===== src/rtl/spi_cmd_pkg.sv =====
package spi_cmd_pkg;

    localparam int CMD_W    = 8;
    localparam int ADDR_W   = 5;
    localparam int MAX_DW   = 24;
    localparam int CNT_W    = 6;
    localparam int NUM_REGS = 16;

    typedef enum logic [1:0] {
        ST_CMD  = 2'd0,
        ST_WR   = 2'd1,
        ST_RD   = 2'd2,
        ST_SKIP = 2'd3
    } frame_st_e;

    typedef enum logic [1:0] {
        MD_NONE  = 2'd0,
        MD_PDOWN = 2'd1,
        MD_CAL   = 2'd2,
        MD_SEQ   = 2'd3
    } conv_mode_e;

    typedef struct packed {
        logic       lead;
        logic       is_reg;
        logic [5:0] body;
    } cmd_byte_t;

    typedef struct packed {
        conv_mode_e mode;
        logic [3:0] rate;
    } conv_req_t;

    typedef struct packed {
        logic [ADDR_W-1:0] addr;
        logic              rd;
    } reg_req_t;

    function automatic logic [CNT_W-1:0] reg_width(input logic [ADDR_W-1:0] a);
        if (a < ADDR_W'(4))             return CNT_W'(8);
        else if (a < ADDR_W'(12))       return CNT_W'(16);
        else if (a < ADDR_W'(NUM_REGS)) return CNT_W'(24);
        else                            return CNT_W'(8);
    endfunction

    function automatic logic [MAX_DW-1:0] width_mask(input logic [CNT_W-1:0] w);
        int sh;
        sh = MAX_DW - int'(w);
        return {MAX_DW{1'b1}} >> sh;
    endfunction

endpackage


===== src/rtl/spi_pin_sync.sv =====
module spi_pin_sync #(
    parameter int           W       = 3,
    parameter int           STAGES  = 2,
    parameter logic [W-1:0] RST_VAL = '0
) (
    input  logic         clk,
    input  logic         rst,
    input  logic [W-1:0] din,
    output logic [W-1:0] dout,
    output logic [W-1:0] rise,
    output logic [W-1:0] fall
);
    logic [W-1:0] stg [STAGES];
    logic [W-1:0] prev;

    always_ff @(posedge clk) begin
        if (rst) begin
            for (int i = 0; i < STAGES; i++) stg[i] <= RST_VAL;
            prev <= RST_VAL;
        end else begin
            stg[0] <= din;
            for (int i = 1; i < STAGES; i++) stg[i] <= stg[i-1];
            prev <= stg[STAGES-1];
        end
    end

    assign dout = stg[STAGES-1];
    assign rise = dout & ~prev;
    assign fall = ~dout & prev;
endmodule


===== src/rtl/spi_reg_bank.sv =====
module spi_reg_bank #(
    parameter int NREGS = 16,
    parameter int AW    = 5,
    parameter int DW    = 24
) (
    input  logic          clk,
    input  logic          rst,
    input  logic          we,
    input  logic [AW-1:0] waddr,
    input  logic [DW-1:0] wdata,
    input  logic [AW-1:0] raddr,
    output logic [DW-1:0] rdata
);
    logic [DW-1:0] store [NREGS];

    for (genvar g = 0; g < NREGS; g++) begin : g_reg
        logic [DW-1:0] q;
        always_ff @(posedge clk) begin
            if (rst)                          q <= '0;
            else if (we && waddr == AW'(g))   q <= wdata;
        end
        assign store[g] = q;
    end

    always_comb begin
        rdata = '0;
        for (int i = 0; i < NREGS; i++)
            if (raddr == AW'(i)) rdata = store[i];
    end

    // only implemented addresses are ever written
    p_we_in_range_r8: assert property (@(posedge clk) disable iff (rst)
        we |-> (waddr < AW'(NREGS)));
endmodule


===== src/rtl/spi_frame_ctrl.sv =====
module spi_frame_ctrl
    import spi_cmd_pkg::*;
(
    input  logic              clk,
    input  logic              rst,
    input  logic              cs_n_s,
    input  logic              cs_rise,
    input  logic              sclk_rise,
    input  logic              sclk_fall,
    input  logic              mosi_s,
    input  logic [MAX_DW-1:0] rdata,
    output logic [ADDR_W-1:0] raddr,
    output logic              we,
    output logic [ADDR_W-1:0] waddr,
    output logic [MAX_DW-1:0] wdata,
    output logic              miso_q,
    output logic              strobe,
    output conv_req_t         conv_q
);
    frame_st_e         state;
    logic [CNT_W-1:0]  cnt;
    logic [CMD_W-2:0]  cmd_sh;
    logic [MAX_DW-1:0] rx_sh;
    logic [MAX_DW-1:0] tx_sh;
    logic [ADDR_W-1:0] addr_q;
    cmd_byte_t         byte_now;
    conv_req_t         conv_now;
    reg_req_t          reg_now;
    logic [CNT_W-1:0]  exact_len;

    assign byte_now  = cmd_byte_t'({cmd_sh, mosi_s});
    assign conv_now  = conv_req_t'(byte_now.body);
    assign reg_now   = reg_req_t'(byte_now.body);
    assign raddr     = reg_now.addr;
    assign exact_len = CNT_W'(CMD_W) + reg_width(addr_q);
    assign waddr     = addr_q;

    always_ff @(posedge clk) begin
        if (rst) begin
            state  <= ST_CMD;
            cnt    <= '0;
            cmd_sh <= '0;
            rx_sh  <= '0;
            tx_sh  <= '0;
            addr_q <= '0;
            miso_q <= 1'b0;
            strobe <= 1'b0;
            conv_q <= '0;
            we     <= 1'b0;
            wdata  <= '0;
        end else begin
            strobe <= 1'b0;
            we     <= 1'b0;
            if (cs_n_s) begin
                if (cs_rise && state == ST_WR && cnt == exact_len
                    && addr_q < ADDR_W'(NUM_REGS)) begin
                    we    <= 1'b1;
                    wdata <= rx_sh & width_mask(reg_width(addr_q));
                end
                state  <= ST_CMD;
                cnt    <= '0;
                miso_q <= 1'b0;
            end else begin
                if (sclk_rise) begin
                    if (cnt != '1) cnt <= cnt + 1'b1;
                    case (state)
                        ST_CMD: begin
                            cmd_sh <= {cmd_sh[CMD_W-3:0], mosi_s};
                            if (cnt == CNT_W'(CMD_W - 1)) begin
                                if (!byte_now.lead) begin
                                    state <= ST_SKIP;
                                end else if (!byte_now.is_reg) begin
                                    state  <= ST_SKIP;
                                    conv_q <= conv_now;
                                    strobe <= (conv_now.mode != MD_NONE);
                                end else begin
                                    addr_q <= reg_now.addr;
                                    rx_sh  <= '0;
                                    if (reg_now.rd) begin
                                        state <= ST_RD;
                                        tx_sh <= rdata << (MAX_DW - int'(reg_width(reg_now.addr)));
                                    end else begin
                                        state <= ST_WR;
                                    end
                                end
                            end
                        end
                        ST_WR:   rx_sh <= {rx_sh[MAX_DW-2:0], mosi_s};
                        default: ;
                    endcase
                end
                if (sclk_fall && state == ST_RD) begin
                    miso_q <= tx_sh[MAX_DW-1];
                    tx_sh  <= {tx_sh[MAX_DW-2:0], 1'b0};
                end
            end
        end
    end

    // the conversion strobe is a single-cycle pulse
    p_strobe_pulse_r3: assert property (@(posedge clk) disable iff (rst)
        strobe |=> !strobe);
    // a strobe never carries the unused mode
    p_no_unused_strobe_r4: assert property (@(posedge clk) disable iff (rst)
        strobe |-> (conv_q.mode != MD_NONE));
    // MISO returns to 0 once chip select is high
    p_miso_quiet_r9: assert property (@(posedge clk) disable iff (rst)
        cs_n_s |=> !miso_q);
    // a commit happens only after the frame has closed
    p_commit_closed_r6: assert property (@(posedge clk) disable iff (rst)
        we |-> cs_n_s);
    // the bit count restarts outside a frame
    p_cnt_clear_r10: assert property (@(posedge clk) disable iff (rst)
        cs_n_s |=> (cnt == '0));
endmodule


===== src/rtl/spi_cmd_slave.sv =====
module spi_cmd_slave
    import spi_cmd_pkg::*;
#(
    parameter int SYNC_STAGES = 2
) (
    input  logic       clk,
    input  logic       rst,
    input  logic       sclk,
    input  logic       cs_n,
    input  logic       mosi,
    output logic       miso,
    output logic       conv_strobe,
    output logic [1:0] conv_mode,
    output logic [3:0] conv_rate
);
    localparam int PIN_W = 3;

    logic [PIN_W-1:0]  pins_s, pins_r, pins_f;
    logic              we;
    logic [ADDR_W-1:0] waddr, raddr;
    logic [MAX_DW-1:0] wdata, rdata;
    conv_req_t         conv_q;

    spi_pin_sync #(
        .W(PIN_W), .STAGES(SYNC_STAGES), .RST_VAL(3'b100)
    ) u_sync (
        .clk(clk), .rst(rst), .din({cs_n, sclk, mosi}),
        .dout(pins_s), .rise(pins_r), .fall(pins_f)
    );

    spi_frame_ctrl u_ctrl (
        .clk(clk), .rst(rst),
        .cs_n_s(pins_s[2]), .cs_rise(pins_r[2]),
        .sclk_rise(pins_r[1]), .sclk_fall(pins_f[1]),
        .mosi_s(pins_s[0]), .rdata(rdata), .raddr(raddr),
        .we(we), .waddr(waddr), .wdata(wdata),
        .miso_q(miso), .strobe(conv_strobe), .conv_q(conv_q)
    );

    spi_reg_bank #(
        .NREGS(NUM_REGS), .AW(ADDR_W), .DW(MAX_DW)
    ) u_bank (
        .clk(clk), .rst(rst), .we(we), .waddr(waddr), .wdata(wdata),
        .raddr(raddr), .rdata(rdata)
    );

    assign conv_mode = conv_q.mode;
    assign conv_rate = conv_q.rate;
endmodule


===== config.mk =====
export PLATFORM = sky130hd
export DESIGN_NAME = spi_cmd_slave
export DESIGN_NICKNAME = d
export VERILOG_FILES = /design/src/rtl/spi_cmd_pkg.sv /design/src/rtl/spi_pin_sync.sv /design/src/rtl/spi_reg_bank.sv /design/src/rtl/spi_frame_ctrl.sv /design/src/rtl/spi_cmd_slave.sv
export SDC_FILE = /design/constraint.sdc
export NUM_CORES = 1
export LEC_CHECK = 0
export ABC_AREA = 1
export BUFFER_PORTS_ARGS = -buffer_cell sky130_fd_sc_hd__buf_2
export CORE_ASPECT_RATIO = 1.1
export CORE_MARGIN = 10
export CORE_UTILIZATION = 60
export CTS_CLUSTER_DIAMETER = 200
export DETAILED_ROUTE_END_ITERATION = 6
export PLACE_DENSITY_LB_ADDON = 0.25
export SETUP_SLACK_MARGIN = 0.02
export SYNTH_ARGS = -nofsm -noshare
export SYNTH_HDL_FRONTEND = slang
export SYNTH_HIERARCHICAL = 1
export SYNTH_SLANG_ARGS = --single-unit

===== constraint.sdc =====
create_clock -name clk -period 2.8 [get_ports clk]
set_clock_uncertainty 0.2 [all_clocks]
set_input_delay 0 -clock clk [delete_from_list [all_inputs] [get_ports clk]]
set_output_delay 0 -clock clk [all_outputs]
set_load 0.01 [all_outputs]

==> impl_table.tex <==
\begin{tabular}{lr}
\hline
Metric & Value \\
\hline
\multicolumn{2}{l}{\textbf{Run status}} \\
Status & finished, violations left \\
Failing checks & DRC, setup timing \\
\multicolumn{2}{l}{\textbf{Critical path}} \\
Crit path buffers/inverters & 5 \\
Worst Path Class, Setup & register to register \\
Data required time of the worst path & 3.08 ns \\
Endpoint of the worst setup timing path & u\_ctrl/tx\_sh[23] \\
Top cell by count, worst path & sky130\_fd\_sc\_hd\_\_nand2\_1 \\
Number of gates on the worst path with buffers counted & 21 \\
Critical Path AT & 3.16 ns \\
Series of cell instances along the critical path & buf\_4, nand2\_4, nor2\_4, nand2\_4, clkbuf\_16, buf\_4, o21ai\_0, inv\_1, nand4\_1, nand2\_1, nand4\_1, nor3\_2, nand4\_1, inv\_1, nand2\_1, nand3\_2, nand3\_2, nand2\_1, nand2\_1, nand2\_1, nor2\_1 \\
Worst-path cell with the longest stage delay & sky130\_fd\_sc\_hd\_\_dfxtp\_4 \\
Worst Setup Start Kind & register \\
Depth of the most critical reg-to-reg path & 21 \\
Launching element of the worst setup path & u\_ctrl/cmd\_sh[0] \\
Family with the most delay on the worst path & simple AND/OR/NAND/NOR gates \\
Crit end category & register \\
Endpoint of the worst register-to-register path & u\_ctrl/tx\_sh[23] \\
Slowest cell delay on critical path & 0.36 ns \\
Worst setup slack for register-to-register paths & -0.07 ns \\
Highest net fanout along the worst path & 6 \\
Reg-to-reg critical path startpoint & u\_ctrl/cmd\_sh[0] \\
\multicolumn{2}{l}{\textbf{Power and ir drop}} \\
Pwr dens & 554 nW/µm² \\
Pwr Total & 14.0 mW \\
IR drop worst, VDD & 0.000573 V \\
LEAKAGE & 9.36 nW \\
\multicolumn{2}{l}{\textbf{GRT}} \\
Number of global-route vias before repair & 20505 \\
Overflow left after global routing & 0 \\
First-pass GRT wire length & 108000 µm \\
Largest net degree at the start of global routing & 144 \\
Total routing usage reported by global routing & 28.7\% \\
Antenna violations before repair & 0 \\
\multicolumn{2}{l}{\textbf{Layout}} \\
Count of fill cells added during filler insertion & 3121 \\
Sequential cell area & 9890 µm² \\
Final design instance area without fill & 25300 µm² \\
Most common cell after layout, fill and taps aside & sky130\_fd\_sc\_hd\_\_nand2\_1 \\
Area delta synth->final & 12.5\% \\
Most used cells in the layout excluding fill and tap cells & 835 x sky130\_fd\_sc\_hd\_\_nand2\_1, 488 x sky130\_fd\_sc\_hd\_\_dfxtp\_1, 313 x sky130\_fd\_sc\_hd\_\_nor2\_1 \\
Area occupied by multi-input gates & 10600 µm² \\
Share of final-layout standard cells stronger than drive strength 1 & 11.7\% \\
Antenna fix cells & 0 \\
Layout net count & 3178 \\
\multicolumn{2}{l}{\textbf{Timing}} \\
Setup WS post-layout & -0.0720 ns \\
Count of endpoints failing hold in the final timing report & 0 \\
Worst Hold Margin & 0.218 ns \\
Number of max-slew violations in the final report & 0 \\
Max transition margin & 24.4\% \\
Final Critical Period & 2.87 ns \\
Top achievable clock speed & 348 MHz \\
Unrepaired setup endpoints after global routing & yes \\
Transition time at the pin with the least slew margin & 1.13 ns \\
Part of the cycle the worst path needs & 103\% \\
Setup violation total in the final timing report & 8 \\
\multicolumn{2}{l}{\textbf{Route}} \\
Post-route ant nets & 0 \\
Via density per instance & 5.94 \\
Remaining design rule violation count & 2 \\
Routed wire length & 68400 µm \\
Length of the first detailed-routing pass in iterations & 7 \\
Number of DRC violations after detailed-routing iteration 0 & 2663 \\
Via count & 21992 \\
Final routed wire length divided by cell count & 18.5 µm \\
\multicolumn{2}{l}{\textbf{Placement}} \\
Number of input and output port buffers inserted & 12 \\
Placed instance area & 23000 µm² \\
Setup slack at placement & -0.117 ns \\
Post-detail-place hpwl & 41400 µm \\
Final weighted congestion in routability-driven placement & 0.930 \\
\multicolumn{2}{l}{\textbf{Job}} \\
Max\_cap viols & 0 \\
\multicolumn{2}{l}{\textbf{Clocking}} \\
Clock slew seen by the registers of the worst setup and hold paths & 0.06 ns \\
CTS tree & yes \\
Worst-Skew Late Latency & 0.59 ns \\
Number of H-tree levels & 2 \\
Cts bufs inserted & 51 \\
CTS max path bufs & 3 \\
TritonCTS sink count & 493 \\
Cell at the root of the clock tree & sky130\_fd\_sc\_hd\_\_clkbuf\_16 \\
\multicolumn{2}{l}{\textbf{Floorplanning}} \\
Die outline height & 223 µm \\
IO Pins & 13 \\
Initial standard-cell utilization of the core & 60.6\% \\
Area of the placeable core & 37100 µm² \\
Total Die Area & 45600 µm² \\
Row count & 74 \\
Floorplan die width & 205 µm \\
\multicolumn{2}{l}{\textbf{Synth}} \\
Post-Synthesis Cells & 3248 \\
Mapped Nets & 3257 \\
Synth Cell Area & 22500 µm² \\
Warning count from the yosys run & 6 \\
Mean area per synthesized cell & 6.92 µm² \\
\multicolumn{2}{l}{\textbf{Min path}} \\
Type of the most critical hold path & register to register \\
Worst hold start & u\_sync/stg[0][2] \\
\hline
\end{tabular}
tightest hold or removal path, stage by stage (launching register included):
cell and delay [ns]:
sky130_fd_sc_hd__dfxtp_1 0.31, sky130_fd_sc_hd__inv_1 0.04, sky130_fd_sc_hd__nand2_1 0.05
state kept, by name (all words and copies together) (netlist names):
| register | cells |
|---|---|
| u_ctrl/cnt | 6 |
| u_ctrl/strobe | 1 |
| u_ctrl/conv_q | 6 |
| u_ctrl/miso_q | 1 |
| u_ctrl/tx_sh | 24 |
| u_bank/g.q | 384 |
| u_ctrl/wdata | 24 |
| u_ctrl/waddr | 5 |
| u_ctrl/state | 2 |
| u_ctrl/we | 1 |
| u_ctrl/rx_sh | 24 |
| u_sync/stg | 6 |
| u_ctrl/cmd_sh | 7 |
| u_sync/prev | 2 |
power by group:
group	switching (mW)	total [mW]	internal, mW
Clock	2.83	6.75	3.92
Combinational	0.181	0.237	0.0565
Sequential	0.00523	7.02	7.02
final cells by class:
class	count	area share, %
inverters	282	4.19
flip-flops and latches	493	39.1
clock buffers	74	5.99
multi-input cells	2201	42.1
well taps	494	2.44
repair buffers	140	5.68
clock inverters	17	0.573
layer usage:
layer	wire length [µm]	track usage, %	vias to the layer above
met4	3440	14.6	0
met5	0	0	-
met3	6560	4.39	211
li1	-	-	10407
met1	26900	36.6	10239
met2	31400	46.2	1135
metrics by stage:
stage,TNS (ns),util [%],std cells
6_report,-0.212,68.2,3701
4_1_cts,0,67.0,3685
2_1_floorplan,0,-,3248
5_1_grt,-2.65,68.2,3701
3_3_place_gp,-0.303,61.9,3582
3_5_place_dp,-0.864,61.9,3582
worst min-delay path by stage:
stage	slack (ns)	endpoint	cells after the start
floorplan	-0.13	u_sync/stg[0][0]	1
global placement	-0.02	u_sync/stg[0][2]	3
detailed placement	-0.02	u_sync/stg[0][2]	3
CTS	0.21	u_sync/stg[0][3]	2
global route	0.23	u_sync/stg[0][3]	2
finish	0.22	u_sync/stg[0][5]	2
timing repair:
item                       CTS  global route
setup buffers                0            13
pin swaps                    6            44
cloned                       2             3
hold endpoints to repair    89             0
hold buffers                10             0
setup endpoints to repair   22            24
gates resized for setup     20            81
Note: power is estimated with default switching activity, not from simulation.
